[src/rtl/pdc_pkg.sv]
package pdc_pkg;
  typedef enum logic {
    PDC_FREE_RUN = 1'b0,
    PDC_DIVIDE_N = 1'b1
  } pdc_mode_e;

  // control pins carried through the synchroniser as one vector
  typedef struct packed {
    logic rise;
    logic fall;
    logic load;
    logic clear;
  } pdc_ctl_t;

  localparam int unsigned PDC_CTL_BITS = $bits(pdc_ctl_t);
endpackage

[src/rtl/pdc_sync.sv]
module pdc_sync #(
  parameter int unsigned WIDTH  = 4,
  parameter int unsigned STAGES = 2
) (
  input  logic             clk,
  input  logic             rst_n,
  input  logic [WIDTH-1:0] async_i,
  output logic [WIDTH-1:0] sync_o
);
  logic [WIDTH-1:0] chain [STAGES];

  for (genvar s = 0; s < STAGES; s++) begin : g_stage
    if (s == 0) begin : g_first
      always_ff @(posedge clk or negedge rst_n) begin
        if (!rst_n) chain[s] <= '0;
        else        chain[s] <= async_i;
      end
    end else begin : g_next
      always_ff @(posedge clk or negedge rst_n) begin
        if (!rst_n) chain[s] <= '0;
        else        chain[s] <= chain[s-1];
      end
    end
  end

  assign sync_o = chain[STAGES-1];
endmodule

[src/rtl/pdc_step.sv]
module pdc_step (
  input  logic clk,
  input  logic rst_n,
  input  logic rise_s,
  input  logic fall_s,
  output logic step_o
);
  logic rise_d, fall_d;
  logic rise_edge, fall_edge, step_d;

  always_ff @(posedge clk or negedge rst_n) begin
    if (!rst_n) begin
      rise_d <= 1'b0;
      fall_d <= 1'b0;
    end else begin
      rise_d <= rise_s;
      fall_d <= fall_s;
    end
  end

  assign rise_edge = rise_s & ~rise_d;
  assign fall_edge = fall_d & ~fall_s;
  // each input counts only while the other sits at its enabling level
  assign step_d = (rise_edge & ~fall_s) | (fall_edge & rise_s);

  always_ff @(posedge clk or negedge rst_n) begin
    if (!rst_n) step_o <= 1'b0;
    else        step_o <= step_d;
  end
endmodule

[src/rtl/pdc_core.sv]
module pdc_core
  import pdc_pkg::*;
#(
  parameter int unsigned WIDTH = 4,
  parameter pdc_mode_e   MODE  = PDC_FREE_RUN
) (
  input  logic             clk,
  input  logic             rst_n,
  input  logic             clear_s,
  input  logic             load_s,
  input  logic             step,
  input  logic [WIDTH-1:0] preset_i,
  input  logic             cascade_i,
  output logic [WIDTH-1:0] count_o,
  output logic             tc_o
);
  logic [WIDTH-1:0] count_q;
  logic             at_zero;
  logic             reload;

  assign at_zero = (count_q == '0);
  assign tc_o    = at_zero & cascade_i & ~load_s;

  if (MODE == PDC_DIVIDE_N) begin : g_div
    assign reload = load_s | tc_o;


    single_tc_chk: assert property (@(posedge clk) disable iff (!rst_n)
      (tc_o && !clear_s && preset_i != '0) |=> !tc_o);
  end else begin : g_free
    assign reload = load_s;
  end

  always_ff @(posedge clk or negedge rst_n) begin
    if (!rst_n)       count_q <= '0;
    else if (clear_s) count_q <= '0;
    else if (reload)  count_q <= preset_i;
    else if (step)    count_q <= count_q - 1'b1;
  end

  assign count_o = count_q;


  clear_zero_chk: assert property (@(posedge clk) disable iff (!rst_n)
    clear_s |=> (count_o == '0));


  load_follow_chk: assert property (@(posedge clk) disable iff (!rst_n)
    (load_s && !clear_s) |=> (count_o == $past(preset_i)));


  step_dec_chk: assert property (@(posedge clk) disable iff (!rst_n)
    (step && !clear_s && !reload) |=> (count_o == $past(count_o) - 1'b1));


  idle_hold_chk: assert property (@(posedge clk) disable iff (!rst_n)
    (!step && !clear_s && !reload) |=> $stable(count_o));


  wrap_full_chk: assert property (@(posedge clk) disable iff (!rst_n)
    (step && !clear_s && !reload && count_o == '0) |=> (&count_o));
endmodule

[src/rtl/prog_down_ctr.sv]
module prog_down_ctr
  import pdc_pkg::*;
#(
  parameter int unsigned WIDTH       = 4,
  parameter int unsigned SYNC_STAGES = 2,
  parameter pdc_mode_e   MODE        = PDC_FREE_RUN
) (
  input  logic             clk,
  input  logic             rst_n,
  input  logic             cnt_rise_i,
  input  logic             cnt_fall_i,
  input  logic             load_i,
  input  logic             clear_i,
  input  logic [WIDTH-1:0] preset_i,
  input  logic             cascade_i,
  output logic [WIDTH-1:0] count_o,
  output logic             tc_o
);
  pdc_ctl_t ctl_raw, ctl_s;
  logic     step;

  assign ctl_raw = '{rise: cnt_rise_i, fall: cnt_fall_i, load: load_i, clear: clear_i};

  pdc_sync #(.WIDTH(PDC_CTL_BITS), .STAGES(SYNC_STAGES)) u_sync (
    .clk     (clk),
    .rst_n   (rst_n),
    .async_i (ctl_raw),
    .sync_o  (ctl_s)
  );

  pdc_step u_step (
    .clk    (clk),
    .rst_n  (rst_n),
    .rise_s (ctl_s.rise),
    .fall_s (ctl_s.fall),
    .step_o (step)
  );

  pdc_core #(.WIDTH(WIDTH), .MODE(MODE)) u_core (
    .clk       (clk),
    .rst_n     (rst_n),
    .clear_s   (ctl_s.clear),
    .load_s    (ctl_s.load),
    .step      (step),
    .preset_i  (preset_i),
    .cascade_i (cascade_i),
    .count_o   (count_o),
    .tc_o      (tc_o)
  );
endmodule

[config.mk]
export PLATFORM = sky130hd
export DESIGN_NAME = prog_down_ctr
export DESIGN_NICKNAME = d
export VERILOG_FILES = /design/src/rtl/pdc_pkg.sv /design/src/rtl/pdc_sync.sv /design/src/rtl/pdc_step.sv /design/src/rtl/pdc_core.sv /design/src/rtl/prog_down_ctr.sv
export SDC_FILE = /design/constraint.sdc
export NUM_CORES = 1
export LEC_CHECK = 0
export BUFFER_PORTS_ARGS = -buffer_cell sky130_fd_sc_hd__buf_4
export CORE_AREA = 2 2 39 41
export CTS_CLUSTER_DIAMETER = 150
export CTS_CLUSTER_SIZE = 25
export DETAILED_ROUTE_END_ITERATION = 8
export DIE_AREA = 0 0 41 43
export PLACE_DENSITY = 0.73
export REMOVE_ABC_BUFFERS = 1
export SYNTH_ARGS = -nofsm -noshare
export SYNTH_HDL_FRONTEND = slang
export SYNTH_SLANG_ARGS = --single-unit
[constraint.sdc]
create_clock -name clk -period 3.6 [get_ports clk]
set_clock_uncertainty 0.15 [all_clocks]
set_input_delay 0.72 -clock clk [delete_from_list [all_inputs] [get_ports clk]]
set_output_delay 0.72 -clock clk [all_outputs]
set_load 0.005 [all_outputs]
==> summary.md <==
| Metric | Value |
|---|---|
| Die width | `41 um` |
| Nets | `71` |
| Gr usage total | `10.3%` |
| Initial antenna violation count | `0` |
| CP arrival | `1290 ps` |
| Max-slew violations | `0` |
| Syn avg cell area | `13.7 um2` |
| Final Hold Fails | `0` |
| Pleak | `0.000350 uW` |
| RSZ-0062 raised after global routing | `false` |
| Antenna-violating nets left | `0` |
| Clock insertion delay at the later pin of the skew report | `270 ps` |
| Routed vias | `346` |
| Comb pwr share | `10.6%` |
| Synthesized area | `548 um2` |
| Register share of total power | `roughly 60%` |
| Dpl cell area | `677 um2` |
| Top-count cell post-synth | `dfrtp_1` |
| Number of global-route vias before repair | `332` |
| Final setup TNS | `0 ps` |
| Full die area | `around 1800 um2` |
| Switching pwr | `66.7 uW` |
| Std-Cell Rows | `14` |
| Die height | `43 um` |
| Starting Density | `39.6%` |
| Synth warn | `0` |
| Pin count of the biggest net entering global routing | `16` |
| Synth area leaders | `dfrtp_1, nor4b_4, xor2_1` |
| Inserted Diodes | `0` |
| Final Instance Area | `~700 um2` |
| Max frequency | `between 400 and 500 MHz` |
| Max Cap Viol | `0` |
| DR iter-0 viols | `2` |
| Root Driver | `clkbuf_4` |
| Commonest cells in the netlist | `dfrtp_1, inv_1, a21oi_1, nor2_1` |
| Sw frac | `between 20 and 25%` |
| Post_cts resized | `0` |
| Clock Tree Buf Depth | `2` |
| Routed vias/inst | `around 4.7` |
| Final Cycle Share | `between 50% and 60%` |
| Clock slew at reported path FFs | `80 ps` |
| Register bit total from synthesis | `15` |
| Async SR Flop Fraction | `100%` |
| Most used DFF post-synth | `dfrtp_1` |
| CP endpoint kind | `primary output` |
| GPL Wtd Cong | `0.627` |
| Ports | `16` |
| Layout cell share with drive strength beyond 1 | `32.8%` |
| Worst Path Required | `2730 ps` |
| RR Startpoint | `u_core.count_o[0]$_DFFE_PN0P_` |
| Hold buffers post-CTS | `0` |
| Worst r2r path cells | `4` |
| H-tree Lvls | `1` |
| Routed length per instance | `9.82 um` |
| Worst-path fanout max | `4` |
| Syn Inst Count | `40` |
| Min-Delay Path Class | `in2async` |
| Final Setup Violations | `0` |
| Least-Margin Pin Slew | `~240 ps` |
| DRT Wirelength | `roughly 730 um` |
| DR pass1 iterations | `2` |
| Pwr dens | `between 400 and 500 nW/um2` |
| Status | `completed` |
| Flop-to-flop setup slack | `2170 ps` |
| VDD IR-drop max | `194 uV` |
| Leading area contributor after synthesis | `dfrtp_1` |
| Core area | `1380 um2` |
| Clock sink count | `15` |
| Sequential area share after synthesis | `68.5%` |
| CP Launch Point | `u_core.count_o[0]$_DFFE_PN0P_` |
| Post-synth EDFFs | `0` |
| Area Growth Syn to Fin | `28.3%` |
| Int Power | `242 uW` |
| # DRC | `0` |
| Overflow after GRT | `0` |
| First-pass GRT wire length | `1190 um` |
| PortBufs | `15` |
| Clk pwr share | `28.8%` |
| Detail Placement HPWL | `577 um` |
| Num CTS Buffers | `3` |
| R2R Path End | `u_core.count_o[1]$_DFFE_PN0P_` |
| Post-layout minimum cycle time | `2160 ps` |
| Library cells used by synthesis | `16` |
| TritonCTS clock tree | `built` |
| Post-CTS setup buffer count | `0` |
| Setup CP Type | `reg2out` |
| Slew headroom | `84.0%` |
| Share of the synthesized area in the top cell type | `68.5%` |
| Element type at the critical path start | `register` |
==> cells in the final DEF, fill, tap and decap left out, types with 2 or more instances in the layout <==
master | netlist | layout
a21oi_1 | 3 | 3
buf_4 | 0 | 15
clkbuf_4 | 0 | 3
dfrtp_1 | 15 | 15
inv_1 | 4 | 4
nand2_1 | 2 | 2
nor2_1 | 3 | 3
o21a_1 | 2 | 2
xor2_1 | 2 | 2
==> worst max-delay path: stages (launching register included) <==
cell and delay (ps):
dfrtp_1 440, inv_1 70, ha_1 200, and4b_1 170
buf_4 130
==> metrics by stage <==
| step | total power (uW) | utilization [%] | hold WS, ps | cells | setup WS (ps) |
|---|---|---|---|---|---|
| 6_report | 308 | 50.8 | 127 | 74 | 1440 |
| 5_1_grt | 327 | 50.8 | 128 | 74 | 1370 |
| 3_5_place_dp | 224 | 48.9 | 190 | 70 | 1610 |
| 3_3_place_gp | 223 | 48.9 | 182 | 70 | 1610 |
| 2_1_floorplan | 203 | - | 181 | 39 | 1830 |
| 4_1_cts | 316 | 50.8 | 122 | 74 | 1420 |
==> cell type report <==
type,count,area (um2)
well taps,16,20.0
repair buffers,15,113
flip-flops and latches,15,375
fillers,137,681
clock buffers,4,26.3
multi-input cells,20,154
inverters,4,15.0
==> routing by layer <==
layer / vias to the layer above / wire, um / global-route usage [%]
li1: 167 / - / -
met2: 14 / 372 / 16.3
met1: 165 / 279 / 11.7
met4: 0 / 0 / 8.00
met3: 0 / 75 / 1.57
met5: - / 0 / 0
==> sequential cells by signal, summed over array words and instances, names as in the netlist <==
signal,flops
u_core.count_o,4
u_sync.chain,4
u_sync.sync_o,4
u_step.fall_d,1
u_step.rise_d,1
u_step.step_o,1
==> power groups by stage <==
stage | clock network, uW | logic [uW] | registers, uW
after global routing | 101 | 37.8 | 189
final | 88.7 | 32.7 | 187
after global placement | 0 | 32.8 | 190
after CTS | 95.5 | 33.7 | 187
after floorplan | 0 | 14.1 | 189
after detailed placement | 0 | 33.6 | 191
==> cells by family (layout without fill, tap and decap cells) <==
family	Yosys count	count (layout)	share of synthesized area, %
xor gates and xnor gates	3	3	4.80
DFF	15	15	68.5
AOI/OAI and AO/OA	6	6	7.08
buffers and inverters	5	23	3.42
adders and majority gates	1	1	2.28
muxes	1	1	1.83
and+or+nand+nor	9	9	12.1
==> worst max path at each step <==
| stage | to | slack [ps] | depth (start not counted) |
|---|---|---|---|
| 2_1_floorplan | tc_o | 1830 | 1 |
| 3_3_place_gp | tc_o | 1610 | 3 |
| 3_5_place_dp | tc_o | 1610 | 3 |
| 4_1_cts | tc_o | 1420 | 4 |
| 5_1_grt | tc_o | 1370 | 4 |
| 6_report | tc_o | 1440 | 4 |
Note: power is estimated with default switching activity, not from simulation.
